$ cat src/rtl/sysspace_pkg.sv
package sysspace_pkg;

    localparam int EN_W       = 8;
    localparam int EN_NOTBOOT = 7;
    localparam int EN_DVMA    = 5;
    localparam int EN_CACHE   = 4;
    localparam int EN_SWRST   = 2;
    localparam int EN_DIAG    = 0;

    typedef enum logic [2:0] {
        SEL_NONE,
        SEL_CTX,
        SEL_SYSEN,
        SEL_BUSERR,
        SEL_CACHE,
        SEL_SERIAL
    } sel_e;

    typedef struct packed {
        sel_e sel;
        logic rd;
        logic wr;
        logic rom_fetch;
        logic ser_ctrl;
        logic ser_chan_a;
    } acc_s;

    function automatic sel_e map_target(input logic [3:0] code);
        case (code)
            4'h3:    return SEL_CTX;
            4'h4:    return SEL_SYSEN;
            4'h6:    return SEL_BUSERR;
            4'h8:    return SEL_CACHE;
            4'h9:    return SEL_CACHE;
            4'hF:    return SEL_SERIAL;
            default: return SEL_NONE;
        endcase
    endfunction

endpackage

$ cat src/rtl/sysspace_decode.sv
module sysspace_decode
    import sysspace_pkg::*;
#(
    parameter int ASI_W     = 8,
    parameter int ADDR_W    = 32,
    parameter int BMASK_W   = 4,
    parameter int SYS_ASI   = 2,
    parameter int FETCH_ASI = 9
) (
    input  logic [ASI_W-1:0]   asi,
    input  logic [3:0]         tgt_code,
    input  logic               chan_bit,
    input  logic [BMASK_W-1:0] bmask,
    input  logic               rd,
    input  logic               wr,
    input  logic               notboot,
    output acc_s               acc
);
    localparam logic [BMASK_W-1:0] HIGH_BYTE = {1'b1, {(BMASK_W-1){1'b0}}};
    localparam logic [ASI_W-1:0]   SYS_CODE  = ASI_W'(SYS_ASI);
    localparam logic [ASI_W-1:0]   FETCH_CODE = ASI_W'(FETCH_ASI);

    always_comb begin
        acc            = '0;
        acc.sel        = (asi == SYS_CODE) ? map_target(tgt_code) : SEL_NONE;
        acc.rd         = rd;
        acc.wr         = wr;
        acc.rom_fetch  = rd && (asi == FETCH_CODE) && !notboot;
        acc.ser_ctrl   = (bmask == HIGH_BYTE);
        acc.ser_chan_a = chan_bit;
    end
endmodule

$ cat src/rtl/sysspace_regs.sv
module sysspace_regs
    import sysspace_pkg::*;
#(
    parameter int DATA_W = 32,
    parameter int CTX_W  = 3
) (
    input  logic              clk,
    input  logic              rst,
    input  acc_s              acc,
    input  logic [DATA_W-1:0] wdata,
    output logic [CTX_W-1:0]  ctx,
    output logic [EN_W-1:0]   sysen
);
    localparam int CTX_LSB = DATA_W - 8;

    logic ctx_we, en_we;
    assign ctx_we = acc.wr && (acc.sel == SEL_CTX);
    assign en_we  = acc.wr && (acc.sel == SEL_SYSEN);

    always_ff @(posedge clk) begin
        if (rst) begin
            ctx <= '0;
        end else if (ctx_we) begin
            ctx <= wdata[CTX_LSB +: CTX_W];
        end
    end

    always_ff @(posedge clk) begin
        if (rst) begin
            sysen <= '0;
        end else if (en_we) begin
            sysen <= wdata[EN_W-1:0];
        end else begin
            sysen[EN_SWRST] <= 1'b0;
        end
    end

    logic unused_acc;
    assign unused_acc = ^{acc.rd, acc.rom_fetch, acc.ser_ctrl, acc.ser_chan_a};
endmodule

$ cat src/rtl/sysspace_rdmux.sv
module sysspace_rdmux
    import sysspace_pkg::*;
#(
    parameter int DATA_W = 32,
    parameter int CTX_W  = 3
) (
    input  logic              clk,
    input  logic              rst,
    input  acc_s              acc,
    input  logic [CTX_W-1:0]  ctx,
    input  logic [EN_W-1:0]   sysen,
    input  logic [7:0]        ser_rdata,
    output logic [DATA_W-1:0] rdata
);
    localparam int HI_LSB  = DATA_W - 8;
    localparam int MID_LSB = 8;

    logic [DATA_W-1:0] rd_val;

    always_comb begin
        rd_val = '0;
        case (acc.sel)
            SEL_CTX:    rd_val[HI_LSB +: CTX_W] = ctx;
            SEL_SYSEN:  rd_val[EN_W-1:0] = sysen;
            SEL_CACHE:  rd_val = '1;
            SEL_SERIAL: begin
                if (acc.ser_ctrl) rd_val[HI_LSB +: 8]  = ser_rdata;
                else              rd_val[MID_LSB +: 8] = ser_rdata;
            end
            default:    rd_val = '0;
        endcase
    end

    always_ff @(posedge clk) begin
        if (rst) begin
            rdata <= '0;
        end else if (acc.rd) begin
            rdata <= rd_val;
        end
    end

    logic unused_acc;
    assign unused_acc = ^{acc.wr, acc.rom_fetch, acc.ser_chan_a};
endmodule

$ cat src/rtl/sysspace_ctl.sv
module sysspace_ctl
    import sysspace_pkg::*;
#(
    parameter int ASI_W     = 8,
    parameter int ADDR_W    = 32,
    parameter int DATA_W    = 32,
    parameter int BMASK_W   = DATA_W / 8,
    parameter int CTX_W     = 3,
    parameter int ROM_AW    = 17,
    parameter int SYS_ASI   = 2,
    parameter int FETCH_ASI = 9
) (
    input  logic               clk,
    input  logic               rst,
    input  logic [ASI_W-1:0]   asi_i,
    input  logic [ADDR_W-1:0]  addr_i,
    input  logic [DATA_W-1:0]  wdata_i,
    input  logic [BMASK_W-1:0] bmask_i,
    input  logic               rd_i,
    input  logic               wr_i,
    input  logic [7:0]         ser_rdata_i,
    output logic [CTX_W-1:0]   ctx_o,
    output logic [EN_W-1:0]    sysen_o,
    output logic               soft_rst_o,
    output logic [DATA_W-1:0]  rdata_o,
    output logic               rom_sel_o,
    output logic [ROM_AW-1:0]  rom_idx_o,
    output logic               ser_sel_o,
    output logic               ser_we_o,
    output logic               ser_chan_a_o,
    output logic               ser_ctrl_o,
    output logic [7:0]         ser_wdata_o
);
    localparam int TGT_LSB = ADDR_W - 4;
    localparam int HI_LSB  = DATA_W - 8;

    acc_s acc;

    sysspace_decode #(
        .ASI_W(ASI_W), .ADDR_W(ADDR_W), .BMASK_W(BMASK_W),
        .SYS_ASI(SYS_ASI), .FETCH_ASI(FETCH_ASI)
    ) u_dec (
        .asi      (asi_i),
        .tgt_code (addr_i[TGT_LSB +: 4]),
        .chan_bit (addr_i[2]),
        .bmask    (bmask_i),
        .rd       (rd_i),
        .wr       (wr_i),
        .notboot  (sysen_o[EN_NOTBOOT]),
        .acc      (acc)
    );

    sysspace_regs #(.DATA_W(DATA_W), .CTX_W(CTX_W)) u_regs (
        .clk   (clk),
        .rst   (rst),
        .acc   (acc),
        .wdata (wdata_i),
        .ctx   (ctx_o),
        .sysen (sysen_o)
    );

    sysspace_rdmux #(.DATA_W(DATA_W), .CTX_W(CTX_W)) u_rd (
        .clk       (clk),
        .rst       (rst),
        .acc       (acc),
        .ctx       (ctx_o),
        .sysen     (sysen_o),
        .ser_rdata (ser_rdata_i),
        .rdata     (rdata_o)
    );

    assign soft_rst_o   = sysen_o[EN_SWRST];
    assign rom_sel_o    = acc.rom_fetch;
    assign rom_idx_o    = addr_i[2 +: ROM_AW];
    assign ser_sel_o    = (acc.sel == SEL_SERIAL) && (rd_i || wr_i);
    assign ser_we_o     = ser_sel_o && wr_i;
    assign ser_chan_a_o = acc.ser_chan_a;
    assign ser_ctrl_o   = acc.ser_ctrl;
    assign ser_wdata_o  = acc.ser_ctrl ? wdata_i[HI_LSB +: 8] : wdata_i[8 +: 8];

    logic unused_bits;
    assign unused_bits = ^{addr_i, wdata_i};
endmodule

$ cat config.mk
export PLATFORM = sky130hd
export DESIGN_NAME = sysspace_ctl
export DESIGN_NICKNAME = d
export VERILOG_FILES = /design/src/rtl/sysspace_pkg.sv /design/src/rtl/sysspace_decode.sv /design/src/rtl/sysspace_regs.sv /design/src/rtl/sysspace_rdmux.sv /design/src/rtl/sysspace_ctl.sv
export SDC_FILE = /design/constraint.sdc
export NUM_CORES = 1
export LEC_CHECK = 0
export ABC_AREA = 0
export BUFFER_PORTS_ARGS = -buffer_cell sky130_fd_sc_hd__buf_2
export CAP_MARGIN = 10
export CORE_MARGIN = 5
export CORE_UTILIZATION = 35
export CTS_CLUSTER_DIAMETER = 60
export DETAILED_ROUTE_END_ITERATION = 8
export PLACE_DENSITY = 0.69
export SLEW_MARGIN = 20
export SYNTH_ARGS = -nofsm -noshare
export SYNTH_HDL_FRONTEND = slang
export SYNTH_SLANG_ARGS = --single-unit
$ cat constraint.sdc
create_clock -name clk -period 2.2 [get_ports clk]
set_clock_uncertainty 0.1 [all_clocks]
set_input_delay 0.11 -clock clk [delete_from_list [all_inputs] [get_ports clk]]
set_output_delay 0.11 -clock clk [all_outputs]
set_load 0.05 [all_outputs]
== Yosys cells after proc, flatten, opt, wreduce, memory -nomap -nowiden ==
Cells that the tools add are included.

* Bits in registers: 43
* Input bits: 88
* Output and inout port bits: 74
* Word-level logic and storage cells: 38

* Equality and inequality tests: 13
* Mux-type cells: 10
* Bitwise operators: 1
* Reduce and logical (&&, ||, !) cells: 10

{| class="wikitable"
|+ Operator list
! operator !! number
|-
| $mux W8 || 4
|-
| $pmux W8 S2 || 2
|-
| $eq A4 B4 Y1 const B || 4
|-
| $pmux W3 S5 || 1
|-
| $pmux W5 S2 || 1
|-
| $pmux W3 S3 || 1
|-
| $eq A4 B3 Y1 const B || 2
|-
| $eq A8 B2 Y1 const B || 1
|-
| $eq A8 B4 Y1 const B || 1
|-
| $eq A3 B3 Y1 const B || 2
|-
| $logic_and A1 B1 Y1 || 6
|-
| $eq A4 B2 Y1 const B || 1
|-
| $reduce_or A2 Y1 || 2
|-
| $eq A3 B1 Y1 const B || 1
|-
| $eq A3 B2 Y1 const B || 1
|-
| $mux W3 || 1
|-
| $logic_not A1 Y1 || 1
|-
| $logic_or A1 B1 Y1 || 1
|-
| $not A1 Y1 || 1
|}

== Longest topological paths before layout ==
Gate-level depths: netlist of the first run.

* Depth in word-level cells: 8
* Depth in mapped cells: 6
* Gate-level depth less buffers: 4

== By module ==
From an unflattened synthesis of the first run, not the netlist that was laid out.

* Cells, all modules: 226
* Area total of the unflattened synthesis: 2047.0 um2

{| class="wikitable"
|+ Modules (own cells, without submodules)
! module !! times used !! cells an instance !! area each (um2)
|-
| sysspace_rdmux || 1 || 128 || 1133.6
|-
| sysspace_regs || 1 || 47 || 498.0
|-
| sysspace_ctl || 1 || 31 || 286.5
|-
| sysspace_decode || 1 || 20 || 128.9
|}

== Worst setup path before layout of the first run ==
Ideal clock, no wire load.

* Path type: input port to output port
* Start point: in asi_i[5]
* End point: out ser_sel_o
* Arrival time: 2.331 ns
* Data required time: 1.990 ns
* Setup slack: -0.341 ns
* Stages on the path: 3
* Cells stage by stage: or4_4 > buf_6 > nor4_1

* Cells in the longest elaborated chain, start to end: 4

{| class="wikitable"
|+ RTL lines
! item !! line !! text
|-
| start: declaration || sysspace_ctl.sv:15 || <nowiki>input logic [ASI_W-1:0] asi_i,</nowiki>
|-
| $eq A8 B2 Y1 || sysspace_decode.sv:25 || <nowiki>acc.sel = (asi == SYS_CODE) ? map_target(tgt_code) : SEL_NONE;</nowiki>
|-
| $mux W3 || sysspace_decode.sv:25 ||
|-
| $eq A3 B3 Y1 || sysspace_ctl.sv:75 || <nowiki>assign ser_sel_o = (acc.sel == SEL_SERIAL) && (rd_i || wr_i);</nowiki>
|-
| $logic_and A1 B1 Y1 || sysspace_ctl.sv:75 ||
|-
| end: declaration || sysspace_ctl.sv:28 || <nowiki>output logic ser_sel_o,</nowiki>
|}

No other way between the ends.

== Final worst setup path of the first run ==
* Start point: in asi_i[0]
* End point: out ser_we_o

* Cells in the longest elaborated chain, start to end: 5

{| class="wikitable"
|+ RTL lines
! item !! line !! text
|-
| $eq A8 B2 Y1 || sysspace_decode.sv:25 ||
|-
| $mux W3 || sysspace_decode.sv:25 ||
|-
| $eq A3 B3 Y1 || sysspace_ctl.sv:75 ||
|-
| $logic_and A1 B1 Y1 || sysspace_ctl.sv:75 ||
|-
| $logic_and A1 B1 Y1 || sysspace_ctl.sv:76 || <nowiki>assign ser_we_o = ser_sel_o && wr_i;</nowiki>
|-
| end: declaration || sysspace_ctl.sv:29 || <nowiki>output logic ser_we_o,</nowiki>
|}

No other way between the ends.

==> flow_summary.yaml, run 1 <==
status:
  outcome: "finished, final reports clean"
layout:
  fillers: 530
  syn_to_final_growth_pct: 36.17
  drive_above_1_share: 0.4114
  n_antenna_cell: 0
  stdcell_area_mm2: 0.002699
  seq_area_um2: 720.7
  layout.nets: 420
  multi_input_area_um2: 983.4
critical_path:
  cp.buffers_inverters: 2
  cp.arrival_ns: 1.53
  critPathCaptureType: "output port"
  critPathTopFamily: "simple AND/OR/NAND/NOR gates"
  crit_start: "asi_i[0]"
  cpPeakStageDelay_ns: 0.62
  crit_type: "in2out"
  r2r_cells: 4
  cp.required_ns: 1.99
  crit_slowest_cell: "or4b_1"
  crit_cells: 6
  start_kind: "input port"
  path_max_fanout: 4
  path_cells: "buf_2, or4b_1, nor2_1, nand2_1, nor2_1, buf_2"
  rr_startpoint: "u_regs.ctx[2]"
power:
  swShare: 0.2380
  comb_power_share: 0.140
  switchingPower_mw: 0.3357
  power.density_mw_per_mm2: 522.7
  p_clk_frac: 0.398
  p_seq_frac: 0.462
  ir_drop_v: 0.0002362
  power_leakage_nw: 1.275
  power.total_mw: 1.411
  p_int_mw: 1.075
timing:
  setup_viol: 0
  slew_violations: 0
  max_freq_mhz: 575.4
  hold_viol: 0
  rsz0062_at_grt: "no"
  period_share: 0.7899
  worst-slew-pin-transition_ns: 0.5149
  slew_headroom: 0.6539
  fin_setup_tns_ns: 0
  fin_crit_ns: 1.738
logic_synthesis:
  async_flop_share: 0
  synth_enable_flop_cells: 0
  avgSynthCellArea_um2: 8.506
  yosys_warnings: 0
  synth-compound-area-share: 0.1414
  synth_fp_nets: 321
  synth_fa_ha_area_frac: 0
  synth_area_mm2: 0.001982
  synth-seq-cells: 36
  yosys.area_share.simple: 0.2525
  synth.area.mux_share: 0.09596
  synth_xor_area_frac: 0
  yosysSeqAreaShare: 0.3636
  synth_cell_types: 38
  synth_top_family_by_area: "simple AND/OR/NAND/NOR gates"
  synthFlopType: "dfxtp_1"
  syn_inst: 233
floorplanning:
  io_pins: 162
  core_mm2: 0.005507
  die_x_um: 85.25
  die_h_um: 85.25
  core.rowCount: 27
  die_area_mm2: 0.007268
  start_util: 0.3599
detailed_routing:
  drtIter0Drc: 39
  post_drt_wl_per_cell_um: 13.53
  drc_errors: 0
  vias_per_cell: 4.877
  vias: 1975
  first_pass_iters: 4
  ant_nets: 0
  wl_mm: 5.481
cts:
  cts_max_path_buffers: 2
  cts_made_buffers: 5
  root_buffer: "clkbuf_8"
  cts_tree: "yes"
  htreeDepth: 2
  clock_sinks: 36
  clkSlewWorstSetupHoldPaths_ns: 0.06
  post_cts_resized: 0
  clk_latency_ns: 0.28
  cts_setup_buffers: 0
grt:
  track_usage: 0.1497
  grt_pass1_vias: 1937
  grt_max_degree: 24
  grt_pass1_wl_mm: 8.928
  antenna_found_initial: 0
  gr-total-overflow: 0
placed_design:
  hpwlAfterDp_mm: 4.114
  place_congestion: 0.7802
  dpl_cell_area_mm2: 0.002401
  portBuffers: 107
min_path:
  holdPathStages: 3
  hold_path.class: "in2reg"
  hp-start: "wr_i"
flow_run:
  maxCapViolCount: 0
## tightest hold or removal path, stage by stage
cell and delay, ns:
buf_2 0.12, nand2_1 0.09, nor4_1 0.06
## kinds of logic after synthesis
group / Yosys count
AOI/OAI and AO/OA: 44
DFF: 36
muxes: 18
and+or+nand+nor: 90
buffers and inverters: 45
## synthesized netlist by cell type, types with 2 or more instances
| cell type | instances | area, um^2 |
|---|---|---|
| nand4_1 | 2 | 12.51 |
| nor2b_1 | 4 | 25.02 |
| dfxtp_1 | 36 | 720.7 |
| a21oi_1 | 13 | 65.06 |
| a21o_1 | 8 | 60.06 |
| nand3_1 | 7 | 35.03 |
| a211oi_1 | 2 | 15.01 |
| nor4_4 | 2 | 42.54 |
| a31oi_1 | 15 | 93.84 |
| buf_4 | 28 | 210.2 |
| nand2_1 | 35 | 131.4 |
| clkbuf_1 | 10 | 37.54 |
| nand2b_1 | 2 | 12.51 |
| and2_1 | 3 | 18.77 |
| inv_1 | 3 | 11.26 |
| and3_1 | 3 | 18.77 |
| nor4_1 | 4 | 25.02 |
| buf_6 | 2 | 22.52 |
| nor2_1 | 14 | 52.55 |
| mux2i_1 | 10 | 100.1 |
| nor3b_1 | 2 | 15.01 |
| nor4b_1 | 2 | 17.52 |
| o21ai_0 | 2 | 10.01 |
| mux2_2 | 8 | 90.09 |
| nor3_1 | 3 | 15.01 |
## per-stage QoR
step             util  worst slack, ns  cells  hold WS (ns)
2_1_floorplan       -           0.1295    233        0.1200
4_1_cts        0.4901           0.4775    405       0.02212
3_3_place_gp   0.4360           0.3548    378        0.1203
5_1_grt        0.4901           0.3949    405       0.03454
3_5_place_dp   0.4360           0.3127    378        0.1203
6_report       0.4901           0.4622    405       0.03976
## state kept, by name, summed over array words and instances, names as in the netlist
register and cells:
u_regs.ctx 3, u_rd.rdata 25, u_regs.sysen 8
## area by class of cell
class                   instances  share of cell area
repair buffers                134              0.2911
clock inverters                 2             0.01298
inverters                       3            0.004172
well taps                      72             0.03338
flip-flops and latches         36              0.2670
multi-input cells             152              0.3644
clock buffers                   6             0.02689
## routing by layer
layer	vias up	wire length, um	track usage
li1	992	-	-
met1	873	2334	0.1785
met2	95	2533	0.2486
met3	15	514	0.04757
met4	0	98	0.05899
met5	-	0	0
## cell usage in the layout (no fill, tap or decap), types with 3 or more instances in the layout
master	n
nand2_1	35
mux2i_1	10
and2_1	3
buf_2	107
nor2_1	14
nor3_1	3
a21o_1	8
nor2b_1	4
a21oi_1	13
nor4_1	3
a31oi_1	15
mux2_2	8
clkbuf_8	5
dlygate4sd3_1	19
nand3_1	7
buf_4	8
and3_1	3
inv_1	3
dfxtp_1	36
## final timing paths
check / endpoint / slack [ns]
worst min register to register: u_rd.rdata[30] / 0.38
worst max register to register: u_rd.rdata[26] / 1.03
worst min-delay path: u_regs.sysen[2] / 0.04
worst max-delay path: ser_we_o / 0.46
## timing repair
item / CTS / global route
hold buffers: 19 / 0
endpoints found under the setup margin: 0 / 0
endpoints found under the hold margin: 21 / 0
## power by group through the flow
stage	clock network, mW	registers [mW]	logic [mW]
6_report	0.562	0.651	0.198
5_1_grt	0.615	0.651	0.215
4_1_cts	0.587	0.651	0.199
3_5_place_dp	0	0.666	0.172
3_3_place_gp	0	0.666	0.170
2_1_floorplan	0	0.667	0.186
Note: power is estimated with default switching activity, not from simulation.
==> run 2, diff against run 1 <==
==> constraint.sdc (replaced) <==
create_clock -name clk -period 1.64 [get_ports clk]
set_clock_uncertainty 0.1 [all_clocks]
set_input_delay 0.082 -clock clk [delete_from_list [all_inputs] [get_ports clk]]
set_output_delay 0.082 -clock clk [all_outputs]
set_load 0.05 [all_outputs]
==> flow_summary.yaml, run 2 (same netlist as run 1, synthesis figures left out) <==
timing:
  setup_viol: 0
  max_freq_mhz: 642.7
  slew_violations: 0
  slew_headroom: 0.7349
  fin_setup_tns_ns: 0
  hold_viol: 0
  fin_crit_ns: 1.556
  worst-slew-pin-transition_ns: 0.3976
  hold-worst-slack_ns: 0.06402
  period_share: 0.9487
  rsz0062_at_grt: "yes"
detailed_routing:
  drtIter0Drc: 85
  drc_errors: 0
  first_pass_iters: 4
  ant_nets: 0
  vias: 2031
  post_drt_wl_per_cell_um: 13.32
  vias_per_cell: 4.813
  wl_mm: 5.619
critical_path:
  critPathCaptureType: "flip-flop"
  crit_type: "in2reg"
  cp.arrival_ns: 1.62
  cp.required_ns: 1.70
  start_kind: "input port"
  path_max_fanout: 7
cts:
  htreeDepth: 2
  cts_tree: "yes"
  clk_latency_ns: 0.28
  cts_made_buffers: 5
  clkSlewWorstSetupHoldPaths_ns: 0.08
  cts_max_path_buffers: 2
  root_buffer: "clkbuf_8"
  clock_sinks: 36
grt:
  grt_max_degree: 38
  grt_pass1_vias: 1920
  antenna_found_initial: 0
  gr-total-overflow: 0
  track_usage: 0.1484
  grt_pass1_wl_mm: 8.928
status:
  outcome: "finished, final reports clean"
placed_design:
  hpwlAfterDp_mm: 4.226
  portBuffers: 107
  place_congestion: 0.7462
layout:
  largest_register: "u_rd.rdata"
  n_antenna_cell: 0
  final_common_cell: "buf_2"
  final_cell_mix: "buf_2 (105), dfxtp_1 (36), nand2_1 (35)"
  drive_above_1_share: 0.4543
  largest_register_ff_count: 25
  syn_to_final_growth_pct: 45.64
  final_util: 0.5242
  reg_top3: "u_rd.rdata (25), u_regs.sysen (8), u_regs.ctx (3)"
  layout.nets: 437
floorplanning:
  core.rowCount: 27
  die_area_mm2: 0.007268
  die_x_um: 85.25
  io_pins: 162
  start_util: 0.3599
  die_h_um: 85.25
  core_mm2: 0.005507
flow_run:
  maxCapViolCount: 0
power:
  power_leakage_nw: 1.370
  power.total_mw: 1.935
  ir_drop_v: 0.0003797
  power.density_mw_per_mm2: 670.3
min_path:
  hold_path.class: "in2out"
[run 2: cell types whose count changed in the layout (fill, tap and decap cells not counted), moves of 2 or more]
| cell | previous run | this run |
|---|---|---|
| nor2_2 | 0 | 2 |
| buf_12 | 0 | 2 |
| buf_4 | 8 | 24 |
| buf_2 | 107 | 105 |
| nor2_1 | 14 | 12 |
[run 2: repair_timing]
item	in CTS	in global routing
setup endpoints to repair	2	2
hold endpoints to repair	24	0
setup buffers	1	0
gates resized for setup	3	3
hold buffers	19	0
pin swaps	1	0
[run 2: metal layers]
metal / share of wire / global-route usage
met2: 0.47 / 0.2479
met4: 0.0096 / 0.03741
met1: 0.41 / 0.1809
met3: 0.11 / 0.05340
met5: 0 / 0
[run 2: worst paths after layout]
kind,startpoint,to,slack (ns),depth (start not counted)
hold / removal,addr_i[14],rom_idx_o[12],0.06,0
setup reg to reg,u_regs.ctx[2],u_rd.rdata[26],0.46,4
hold reg to reg,u_rd.rdata[30],u_rd.rdata[30],0.38,2
setup / recovery,asi_i[6],u_regs.sysen[1],0.08,7
[run 2: cell type report]
| class | instances | area, um^2 |
|---|---|---|
| sequential | 36 | 720.7 |
| multi-input combinational | 152 | 1006 |
| timing repair buffer | 151 | 947.2 |
| inverter | 3 | 11.26 |
| tap | 72 | 90.09 |
| fill | 524 | 2620 |
| clock inverter | 3 | 42.54 |
| clock buffer | 5 | 68.82 |
[run 2: power breakdown]
group,internal [mW],switching [mW],leakage (nW),total (mW)
Sequential,0.873,0.0000918,0.290,0.874
Clock,0.450,0.323,0.0541,0.773
Combinational,0.135,0.154,1.03,0.288
[run 2: worst max-delay path: stages]
cell and delay (ns):
buf_2 0.10, or4_4 0.53, buf_4 0.18, nor4_4 0.23, buf_4 0.22, mux2i_1 0.21
nor2_1 0.06
[run 2: metrics by stage]
stage / area (um^2) / std cells / setup slack (ns)
after floorplan: 2001 / 233 / -0.2700
after CTS: 2872 / 422 / 0.04582
after detailed placement: 2554 / 394 / -0.1177
after global placement: 2554 / 394 / -0.1010
after global routing: 2887 / 422 / -0.001336
final: 2887 / 422 / 0.08416
==> run 3, diff against run 2 <==
--- a/config.mk
+++ b/config.mk
@@ -6,13 +6,13 @@
 export NUM_CORES = 1
 export LEC_CHECK = 0
 export ABC_AREA = 0
-export BUFFER_PORTS_ARGS = -buffer_cell sky130_fd_sc_hd__buf_2
 export CAP_MARGIN = 10
 export CORE_MARGIN = 5
 export CORE_UTILIZATION = 35
 export CTS_CLUSTER_DIAMETER = 60
 export DETAILED_ROUTE_END_ITERATION = 8
-export PLACE_DENSITY = 0.69
+export DONT_BUFFER_PORTS = 1
+export PLACE_DENSITY = 0.59
 export SLEW_MARGIN = 20
 export SYNTH_ARGS = -nofsm -noshare
 export SYNTH_HDL_FRONTEND = slang
==> flow_summary.yaml, run 3 (same netlist as run 1, synthesis figures left out) <==
status:
  outcome: "finished, final reports clean"
grt:
  track_usage: 0.1565
  grt_max_degree: 38
  grt_pass1_vias: 1966
  antenna_found_initial: 0
  gr-total-overflow: 0
  grt_pass1_wl_mm: 9.280
placed_design:
  preCtsSetupSlack_ns: 0.01356
  place_inst: 315
  place_congestion: 0.8114
  hpwlAfterDp_mm: 3.832
  portBuffers: 0
  dpl_cell_area_mm2: 0.002261
power:
  power.density_mw_per_mm2: 702.9
  p_clk_frac: 0.425
  comb_power_share: 0.104
  switchingPower_mw: 0.4512
  power.total_mw: 1.853
  p_int_mw: 1.402
  p_seq_frac: 0.470
  power_leakage_nw: 1.061
  swShare: 0.2435
  ir_drop_v: 0.0004558
critical_path:
  critPathCaptureType: "flip-flop"
  crit_type: "in2reg"
  start_kind: "input port"
  endpoint: "u_regs.sysen[2]"
  path_cells: "or4_4, nor2_1, nand2_1, nor4_1, dlygate4sd3_1"
  path_max_fanout: 5
  rrSetupSlack_ns: 0.40
  rr_startpoint: "u_rd.rdata[23]"
  crit_slowest_cell: "or4_4"
  cp.arrival_ns: 1.70
  r2r_cells: 3
  cpPeakStageDelay_ns: 0.58
  cp.required_ns: 1.78
  rr_endpoint: "u_rd.rdata[23]"
  crit_start: "asi_i[5]"
floorplanning:
  core_mm2: 0.005507
  die_area_mm2: 0.007268
  die_x_um: 85.25
  start_util: 0.3599
  io_pins: 162
  core.rowCount: 27
  die_h_um: 85.25
detailed_routing:
  drc_errors: 0
  wl_mm: 5.432
  vias: 1768
  ant_nets: 0
  drtIter0Drc: 65
  post_drt_wl_per_cell_um: 15.61
  vias_per_cell: 5.080
  first_pass_iters: 4
layout:
  reg_top3: "u_rd.rdata (25), u_regs.sysen (8), u_regs.ctx (3)"
  drive_above_1_share: 0.2899
  layout.nets: 363
  stdcell_area_mm2: 0.002636
  fillers: 542
  final_common_cell: "buf_4"
  final_cell_mix: "buf_4 (47), nand2_1 (35), dfxtp_1 (35)"
  syn_to_final_growth_pct: 33.02
  stdcell_count: 348
  largest_register: "u_rd.rdata"
  final_util: 0.4788
  n_antenna_cell: 0
  largest_register_ff_count: 25
cts:
  cts_max_path_buffers: 2
  cts_made_buffers: 5
  htreeDepth: 2
  root_buffer: "clkbuf_8"
  cts_setup_buffers: 0
  clkSlewWorstSetupHoldPaths_ns: 0.08
  cts_tree: "yes"
  clock_sinks: 36
  clk_latency_ns: 0.29
timing:
  slew_violations: 0
  max_freq_mhz: 641.5
  setup_viol: 0
  worst-slew-pin-transition_ns: 0.4290
  period_share: 0.9505
  finalWorstSetupSlack_ns: 0.08126
  slew_headroom: 0.7132
  hold-worst-slack_ns: 0.006114
  rsz0062_at_grt: "no"
  fin_crit_ns: 1.559
  fin_setup_tns_ns: 0
  hold_viol: 0
min_path:
  hold_path.class: "in2reg"
flow_run:
  maxCapViolCount: 0
-- run 3: cell types whose count changed in the layout (fill, tap and decap cells not counted), moves of 3 or more --
cell           change
buf_2            -105
buf_12             +3
dlygate4sd3_1      +5
buf_4             +23
-- run 3: critical path: cells and delay by family --
family / cells / cell delay (ns)
buffers and inverters: 1 / 0.57
and+or+nand+nor: 4 / 1.05
-- run 3: layout make-up --
| class | instances | area, um^2 | area share |
|---|---|---|---|
| clock buffers | 5 | 68.82 | 0.02610 |
| flip-flops and latches | 36 | 724.4 | 0.2748 |
| inverters | 3 | 11.26 | 0.004271 |
| multi-input cells | 152 | 994.7 | 0.3773 |
| clock inverters | 3 | 42.54 | 0.01614 |
| repair buffers | 77 | 704.4 | 0.2672 |
| well taps | 72 | 90.09 | 0.03417 |
-- run 3: how the worst min path moves through the flow --
stage / to / start / depth (start not counted) / slack (ns)
after floorplan: u_rd.rdata[8] / ser_rdata_i[0] / 1 / 0.09
after global placement: u_rd.rdata[23] / rst / 1 / 0.05
after detailed placement: u_rd.rdata[23] / rst / 1 / 0.05
after CTS: u_rd.rdata[24] / addr_i[31] / 3 / 0.0009
after global routing: u_rd.rdata[26] / bmask_i[0] / 3 / 0.009
final: u_rd.rdata[24] / addr_i[31] / 3 / 0.006
-- run 3: layer usage --
metal	vias up	share of wire	global-route usage	wire length, um
met2	66	0.46	0.2542	2523
met3	10	0.089	0.06602	486
li1	879	-	-	-
met5	-	0	0	0
met4	0	0.020	0.05180	106
met1	813	0.43	0.1857	2316
-- run 3: repair_timing --
action                                 4_1_cts  5_1_grt
resized for setup                            0        1
hold buffers                                25        0
setup endpoints to repair                    0        1
endpoints found under the hold margin       36        0
-- run 3: power groups by stage --
stage / combinational (mW) / clock, mW / sequential [mW]
floorplan: 0.251 / 0 / 0.895
global placement: 0.125 / 0 / 0.892
detailed placement: 0.126 / 0 / 0.892
CTS: 0.193 / 0.818 / 0.872
global route: 0.205 / 0.871 / 0.872
finish: 0.193 / 0.788 / 0.872
